`src/rtl/vaddr_pkg.sv`:
```
package vaddr_pkg;
    typedef enum logic [0:0] {
        VA_HALT = 1'b0,
        VA_RUN  = 1'b1
    } va_state_e;

    typedef enum logic [1:0] {
        UPD_HOLD = 2'd0,
        UPD_LOAD = 2'd1,
        UPD_SKIP = 2'd2,
        UPD_STEP = 2'd3
    } va_upd_e;
endpackage

```
`src/rtl/vaddr_fa_cell.sv`:
```
// One-bit full adder: sum is parity, carry is majority of the three inputs.
module vaddr_fa_cell (
    input  logic a_i,
    input  logic b_i,
    input  logic c_i,
    output logic s_o,
    output logic c_o
);
    assign s_o = a_i ^ b_i ^ c_i;
    assign c_o = (a_i & b_i) | (a_i & c_i) | (b_i & c_i);
endmodule

```
`src/rtl/vaddr_skip_adder.sv`:
```
// Ripple chain of full-adder cells adding a zero-extended word skip to a
// word address; the carry out of the top bit is dropped (address wraps).
module vaddr_skip_adder #(
    parameter int WORD_W = 23,
    parameter int SKIP_W = 8
) (
    input  logic [WORD_W-1:0] word_i,
    input  logic [SKIP_W-1:0] skip_i,
    output logic [WORD_W-1:0] sum_o
);
    logic [WORD_W-1:0] carry;
    logic [WORD_W-1:0] opnd;

    assign carry[0] = 1'b0;

    for (genvar g = 0; g < WORD_W; g++) begin : g_bit
        if (g < SKIP_W) begin : g_ext
            assign opnd[g] = skip_i[g];
        end else begin : g_zero
            assign opnd[g] = 1'b0;
        end

        if (g < WORD_W - 1) begin : g_cell
            vaddr_fa_cell u_cell (
                .a_i (word_i[g]),
                .b_i (opnd[g]),
                .c_i (carry[g]),
                .s_o (sum_o[g]),
                .c_o (carry[g+1])
            );
        end else begin : g_top
            assign sum_o[g] = word_i[g] ^ opnd[g] ^ carry[g];
        end
    end
endmodule

```
`src/rtl/vaddr_ctrl.sv`:
```
// Run/halt state machine with line-end edge detection and update selection.
module vaddr_ctrl
    import vaddr_pkg::*;
(
    input  logic    clk,
    input  logic    rst_n,
    input  logic    fetch_i,
    input  logic    line_end_i,
    input  logic    frame_start_i,
    output va_upd_e upd_o
);
    va_state_e state_q, state_d;
    logic      line_q;
    logic      line_rise;

    assign line_rise = line_end_i & ~line_q;

    always_ff @(posedge clk or negedge rst_n) begin
        if (!rst_n) begin
            state_q <= VA_HALT;
            line_q  <= 1'b0;
        end else begin
            state_q <= state_d;
            line_q  <= line_end_i;
        end
    end

    always_comb begin
        state_d = state_q;
        unique case (state_q)
            VA_HALT: if (frame_start_i) state_d = VA_RUN;
            VA_RUN:  state_d = VA_RUN;
            default: state_d = VA_HALT;
        endcase
    end

    always_comb begin
        upd_o = UPD_HOLD;
        unique case (state_q)
            VA_HALT: begin
                if (frame_start_i) upd_o = UPD_LOAD;
            end
            VA_RUN: begin
                if (frame_start_i)  upd_o = UPD_LOAD;
                else if (line_rise) upd_o = UPD_SKIP;
                else if (fetch_i)   upd_o = UPD_STEP;
                else                upd_o = UPD_HOLD;
            end
            default: upd_o = UPD_HOLD;
        endcase
    end
endmodule

```
`src/rtl/vid_addr_gen.sv`:
```
module vid_addr_gen
    import vaddr_pkg::*;
#(
    parameter int ADDR_W = 24,
    parameter int SKIP_W = 8
) (
    input  logic              clk,
    input  logic              rst_n,
    input  logic              fetch_i,
    input  logic              line_end_i,
    input  logic              frame_start_i,
    input  logic [ADDR_W-1:0] base_addr_i,
    input  logic [SKIP_W-1:0] line_skip_i,
    output logic [ADDR_W-1:0] vaddr_o
);
    localparam int WORD_W = ADDR_W - 1;

    va_upd_e           upd;
    logic [WORD_W-1:0] word_q;
    logic [WORD_W-1:0] word_d;
    logic [WORD_W-1:0] skip_sum;

    vaddr_ctrl u_ctrl (
        .clk           (clk),
        .rst_n         (rst_n),
        .fetch_i       (fetch_i),
        .line_end_i    (line_end_i),
        .frame_start_i (frame_start_i),
        .upd_o         (upd)
    );

    vaddr_skip_adder #(
        .WORD_W (WORD_W),
        .SKIP_W (SKIP_W)
    ) u_skip (
        .word_i (word_q),
        .skip_i (line_skip_i),
        .sum_o  (skip_sum)
    );

    always_comb begin
        unique case (upd)
            UPD_LOAD: word_d = base_addr_i[ADDR_W-1:1];
            UPD_SKIP: word_d = skip_sum;
            UPD_STEP: word_d = word_q + WORD_W'(1);
            default:  word_d = word_q;
        endcase
    end

    always_ff @(posedge clk or negedge rst_n) begin
        if (!rst_n) word_q <= '0;
        else        word_q <= word_d;
    end

    assign vaddr_o = {word_q, 1'b0};

    logic unused_base_lsb;
    assign unused_base_lsb = base_addr_i[0];
endmodule

```
`config.mk`:
```
export PLATFORM = sky130hd
export DESIGN_NAME = vid_addr_gen
export DESIGN_NICKNAME = d
export VERILOG_FILES = /design/src/rtl/vaddr_pkg.sv /design/src/rtl/vaddr_fa_cell.sv /design/src/rtl/vaddr_skip_adder.sv /design/src/rtl/vaddr_ctrl.sv /design/src/rtl/vid_addr_gen.sv
export SDC_FILE = /design/constraint.sdc
export NUM_CORES = 1
export LEC_CHECK = 0
export CAP_MARGIN = 25
export CORE_AREA = 2 2 75 77
export CTS_CLUSTER_DIAMETER = 60
export DETAILED_ROUTE_END_ITERATION = 10
export DIE_AREA = 0 0 77 79
export PLACE_DENSITY_LB_ADDON = 0.2
export SLEW_MARGIN = 20
export SYNTH_ARGS = -nofsm -noshare
export SYNTH_HDL_FRONTEND = slang
export SYNTH_SLANG_ARGS = --single-unit
```
`constraint.sdc`:
```
create_clock -name clk -period 7.9 [get_ports clk]
set_input_delay 0.79 -clock clk [delete_from_list [all_inputs] [get_ports clk]]
set_output_delay 0.79 -clock clk [all_outputs]
set_load 0.01 [all_outputs]
```
==> results of run 1 <==
[power by group]
group	switching, uW	total [uW]	internal [uW]
clock network	43.8	80.0	36.2
registers	35.1	181	146
logic	71.3	158	87.0
total	150	419	269
[final cells by class]
class | instances | area (sq um) | area share, %
sequential | 25 | 626 | 22.4
clock buffer | 4 | 45.0 | 1.61
timing repair buffer | 62 | 611 | 21.9
multi-input combinational | 177 | 1340 | 47.9
tap | 72 | 90.1 | 3.23
inverter | 22 | 82.6 | 2.96
[worst max-delay path: stages]
cell	delay [ns]
clkdlybuf4s50_1	0.47
ha_1	0.14
inv_1	0.05
fa_1	0.37
fa_1	0.39
fa_1	0.39
fa_1	0.39
fa_1	0.40
fa_1	0.40
fa_1	0.37
inv_1	0.06
ha_1	0.14
ha_1	0.14
ha_1	0.15
ha_1	0.15
ha_1	0.14
ha_1	0.13
ha_1	0.14
ha_1	0.14
ha_1	0.15
ha_1	0.14
ha_1	0.14
ha_1	0.14
ha_1	0.14
ha_1	0.22
a221o_1	0.32
a21oi_1	0.13
o21ai_1	0.08
[cells by family after synthesis]
family | after synthesis
flops | 25
xor+xnor | 3
fa+ha+maj | 23
buf+inv | 56
other cells | 1
simple gates | 69
compound gates | 80
mux | 1
[stage by stage]
step,total power (uW),instance area [sq um]
after floorplan,285,2280
after global placement,339,2750
after detailed placement,342,2750
after CTS,423,2790
after global routing,450,2790
final,419,2790
[worst paths after layout]
path | start | endpoint | slack (ns) | cells past startpoint
worst max-delay path | line_skip_i[0] | word_q[21]$_DFFE_PN0P_ | 1.26 | 28
worst min-delay path | u_ctrl.state_q$_DFF_PN0_ | u_ctrl.state_q$_DFF_PN0_ | 0.56 | 2
worst max register to register | word_q[0]$_DFFE_PN0P_ | word_q[21]$_DFFE_PN0P_ | 1.67 | 27
worst min register to register | u_ctrl.state_q$_DFF_PN0_ | u_ctrl.state_q$_DFF_PN0_ | 0.56 | 2
max in group asynchronous | rst_n | word_q[15]$_DFFE_PN0P_ | 6.74 | 2
min in group asynchronous | rst_n | u_ctrl.line_q$_DFF_PN0_ | 0.89 | 2
[registers in the layout (all words and copies together) (netlist names)]
name            flops
word_q             23
u_ctrl.line_q       1
u_ctrl.state_q      1
[cells in the mapped netlist, types with 3 or more instances]
| cell | number |
|---|---|
| buf_4 | 24 |
| a222oi_1 | 4 |
| fa_1 | 7 |
| nor2_1 | 18 |
| nand2_1 | 13 |
| a31oi_1 | 4 |
| xor2_1 | 3 |
| and3_1 | 4 |
| a21oi_1 | 13 |
| o22ai_1 | 3 |
| nor3_1 | 6 |
| a22oi_1 | 6 |
| inv_1 | 22 |
| a211oi_1 | 4 |
| a22o_1 | 4 |
| buf_2 | 7 |
| nand3_1 | 9 |
| o21ai_0 | 15 |
| dfrtp_1 | 25 |
| nand4_1 | 4 |
| ha_1 | 16 |
| o21ai_1 | 7 |
| a21o_1 | 4 |
[metal layers]
| metal | wire [microns] | global-route usage [%] |
|---|---|---|
| met5 | 0 | 0 |
| met4 | 22 | 6.25 |
| met3 | 281 | 2.50 |
| met2 | 2760 | 34.1 |
| met1 | 2510 | 25.5 |
==> results.yml, run 1 <==
outcome:
  status: "finished clean"
layout:
  syn_to_final_growth_pct: 22.4
  layout-drive-gt1-share_pct: 4.83
  final_cell_mix: "clkdlybuf4s50_1, dfrtp_1, inv_1"
  antenna_cells: 0
  layout_commonest_cell: "clkdlybuf4s50_1"
  final_cells: 362
  nets: 351
  fin_util_pct: 52.3
  fillers: 531
critical_path:
  arrival_ns: 6.81
  start_kind: "input pin"
  critPathKind: "in2reg"
  crit_fanout: 1
  endpoint_kind: "flop"
  critical_path_required_ns: 8.06
sta:
  fmax_ghz: 0.150
  tightest_slew_ns: 0.753
  min_period_ns: 6.64
  relSlewSlack_pct: 49.8
  holdWs_ns: 0.559
  setup_viol: 0
  slew_viol_final: 0
  skew_ns: 0.00146
  hold_viol: 0
  setup_ws_ns: 1.26
  period_share_pct: 84.1
  finalSetupTns_ns: 0
  rsz0062_at_grt: "false"
clocking:
  hold_buffers: 0
  clk_latency_ns: 0.27
  path_clk_slew_ns: 0.09
  post_cts_buffers: 0
  cts_made_buffers: 3
  cts_resized: 0
  cts-root-buf: "clkbuf_8"
  h-tree-depth: 1
  cts_tree: "done"
  clockBufferDepth: 2
  cts.sinks: 25
logic_synthesis:
  yosysWarningCount: 0
  synth_top_area_share_pct: 27.4
  synth_compound_area_share_pct: 23.7
  synth_top_family_by_area: "compound AO/OA/AOI/OAI gates"
  synthAdderAreaFrac_pct: 14.9
  yosys.cell_types.count: 50
  yosysTopAreaCell: "dfrtp_1"
  synth_seq_cells: 25
  ys_seq_area_share_pct: 27.4
  netlist_area_sq_um: 2280
  syn_avg_cell_area_sq_um: 8.84
  synth_edf_count: 0
  ys_top_cells_by_area: "dfrtp_1, ha_1, buf_4, fa_1, inv_1"
  yosys.area_share.xor_xnor_pct: 1.15
  synth.area.mux_share_pct: 0.439
  netlist_instances: 258
  synthSimpleGateAreaFrac_pct: 18.3
  async_flop_share_pct: 100
  syn_nets: 318
  synth_ff_type: "dfrtp_1"
placement:
  place_ws_ns: 0.935
  hpwl_microns: 3880
  placed_cells: 358
  place_congestion: 0.782
  portBuffers: 58
power:
  p_leak_uw: 0.00122
  peakVddDrop_mv: 0.0718
  power-per-cell-area_nw_per_um2: 150
floorplanning:
  rows: 27
  dieArea_sq_um: 6080
  start_util_pct: 42.7
  die_w_microns: 77
  io_pins: 61
  fp.coreArea_sq_um: 5340
  fp.dieH_microns: 79
hold_path:
  hold_path_class: "reg2reg"
routing:
  wl_per_cell_microns: 15.4
  routed-via-count: 2034
  totalWireLength_microns: 5570
  dr.pass1.iters: 4
  avgViaCountPerCell: 5.62
  drc: 0
  ant_nets: 0
  drt_first_iter_violations: 161
global_route:
  antenna_found_initial: 0
  grt_pass1_wl_microns: 9710
  grtUsageTotal_pct: 19.6
  grt_max_degree: 30
  grt_overflow: 0
  grt_pass1_vias: 2021
flow_run:
  drv_cap: 0
(Power assumes the default switching activity.)
==> run 2, diff against run 1 <==
- clock period: 7.9 -> 6.25 ns (I/O delays scaled with it)
==> run 2 against run 1 <==
  * First-iteration DRC count is 20% lower
  * Non-clock buffer count rose by 2
  * Worst setup slack got worse by 1.0 ns
  * Via count is 2.6% higher
  * Cell area up 8.2%
  * Routed wire length grew 8.9%
  * Clock skew grew 0.0049 ns
  * Global-route usage increased by 0.73 points
  * Critical path type unchanged
  * Largest cell class unchanged
==> results.yml, run 2 (same netlist as run 1, synthesis figures left out) <==
power:
  peakVddDrop_mv: 0.0981
  p_leak_uw: 0.00122
  power-per-cell-area_nw_per_um2: 186
critical_path:
  cp_slowest_stage_delay_ns: 0.41
  critPathBufInv: 3
  arrival_ns: 6.22
  critical_path_required_ns: 6.43
  r2r_cells: 27
  start_kind: "input pin"
  cp_slowest_cell: "fa_2"
  crit_fanout: 1
  rr_endpoint: "word_q[21]$_DFFE_PN0P_"
  endpoint_kind: "flop"
  critPathKind: "in2reg"
  critPathTopFamily: "adder cells"
  crit_top_cell: "ha_4"
  r2r-start: "word_q[0]$_DFFE_PN0P_"
  r2r_slack_ns: 0.25
clocking:
  path_clk_slew_ns: 0.10
  cts-root-buf: "clkbuf_8"
  cts_tree: "done"
  hold_buffers: 0
  post_cts_buffers: 0
  clockBufferDepth: 2
  clk_latency_ns: 0.28
  cts.sinks: 25
  h-tree-depth: 1
  cts_made_buffers: 3
sta:
  setup_ws_ns: 0.207
  fmax_ghz: 0.165
  min_period_ns: 6.04
  setup_viol: 0
  finalSetupTns_ns: 0
  period_share_pct: 96.7
  slew_viol_final: 0
  tightest_slew_ns: 0.774
  skew_ns: 0.00640
  rsz0062_at_grt: "false"
  hold_viol: 0
  relSlewSlack_pct: 48.0
floorplanning:
  dieArea_sq_um: 6080
  start_util_pct: 42.7
  io_pins: 61
  fp.coreArea_sq_um: 5340
  die_w_microns: 77
  fp.dieH_microns: 79
  rows: 27
placement:
  place_ws_ns: -0.514
  hpwl_microns: 4100
  placed_cell_area_sq_um: 2770
  place_congestion: 0.800
  portBuffers: 58
routing:
  routed-via-count: 2087
  ant_nets: 0
  drt_first_iter_violations: 129
  wl_per_cell_microns: 16.7
  dr.pass1.iters: 4
  avgViaCountPerCell: 5.73
  totalWireLength_microns: 6070
  drc: 0
layout:
  fin_area_sq_um: 3020
  syn_to_final_growth_pct: 32.5
  nets: 353
  final_cell_mix: "clkdlybuf4s50_1, dfrtp_1, inv_1"
  largest_reg_flops: 23
  top_register: "word_q"
  layout_commonest_cell: "clkdlybuf4s50_1"
  top_regs: "word_q (23), u_ctrl.line_q (1), u_ctrl.state_q (1)"
  antenna_cells: 0
  layout-drive-gt1-share_pct: 14.4
global_route:
  grt_pass1_wl_microns: 10000
  grt_pass1_vias: 2070
  met3_usage_pct: 3.75
  top_usage_layer: "met2"
  antenna_found_initial: 0
  grtUsageMet2_pct: 36.1
  grtUsageTotal_pct: 20.3
  grt_max_degree: 26
  grt_overflow: 0
  grt_util_met1_pct: 25.6
hold_path:
  hold_path_class: "reg2reg"
  hold_start: "u_ctrl.state_q$_DFF_PN0_"
  whs_path_depth: 2
  min_to: "u_ctrl.state_q$_DFF_PN0_"
flow_run:
  drv_cap: 0
outcome:
  status: "finished clean"
run 2: cell count changes in the layout (fill, tap and decap cells not counted), sizes merged:
cell	previous run	this run
dlymetal6s2s	0	2
clkbuf	4	3
buf	4	6
clkinvlp	0	1
clkdlybuf4s50	58	56
run 2: routing by layer:
metal | vias up | part of all wire, %
li1 | 999 | -
met1 | 1007 | 43
met2 | 70 | 51
met3 | 11 | 5.0
met4 | 0 | 1.5
met5 | - | 0
run 2: worst max path at each step:
stage	end	startpoint	depth (start not counted)	slack, ns
after global routing	word_q[21]$_DFFE_PN0P_	line_skip_i[0]	28	0.01
final	word_q[21]$_DFFE_PN0P_	line_skip_i[0]	28	0.21
after global placement	word_q[21]$_DFFE_PN0P_	line_skip_i[0]	28	-0.45
after floorplan	word_q[21]$_DFFE_PN0P_	line_skip_i[0]	27	0.28
after CTS	word_q[21]$_DFFE_PN0P_	line_skip_i[0]	28	0.03
after detailed placement	word_q[21]$_DFFE_PN0P_	line_skip_i[0]	28	-0.51
run 2: metrics by stage:
step	instances	utilization [%]	power, uW	hold WS (ns)
after floorplan	258	-	360	0.329
after global placement	359	51.6	431	0.521
after detailed placement	360	51.9	437	0.526
after CTS	364	53.0	546	0.555
after global routing	364	56.6	604	0.613
final	364	56.6	561	0.559
run 2: repair_timing:
item,in CTS,in global routing
pin swaps,0,10
setup endpoints to repair,2,3
resized for setup,5,35
run 2: final cells by class:
cell class | count | area (sq um)
clock buffer | 3 | 41.3
clock inverter | 1 | 7.51
fill | 529 | 2320
inverter | 22 | 82.6
multi-input combinational | 177 | 1540
sequential | 25 | 626
tap | 72 | 90.1
timing repair buffer | 64 | 638
run 2: worst register-to-register path, delay by kind of cell, from the launching register on:
| family | cells | cell delay (ns) |
|---|---|---|
| AOI/OAI and AO/OA | 3 | 0.54 |
| adders and majority gates | 22 | 4.87 |
| buffers and inverters | 2 | 0.12 |
| DFF | 1 | 0.39 |
run 2: report_power, final:
group / switching (uW) / internal [uW] / leakage, uW / total [uW]
registers: 48.7 / 184 / 0.000297 / 233
logic: 100 / 122 / 0.000902 / 222
clock network: 60.4 / 45.4 / 0.0000217 / 106
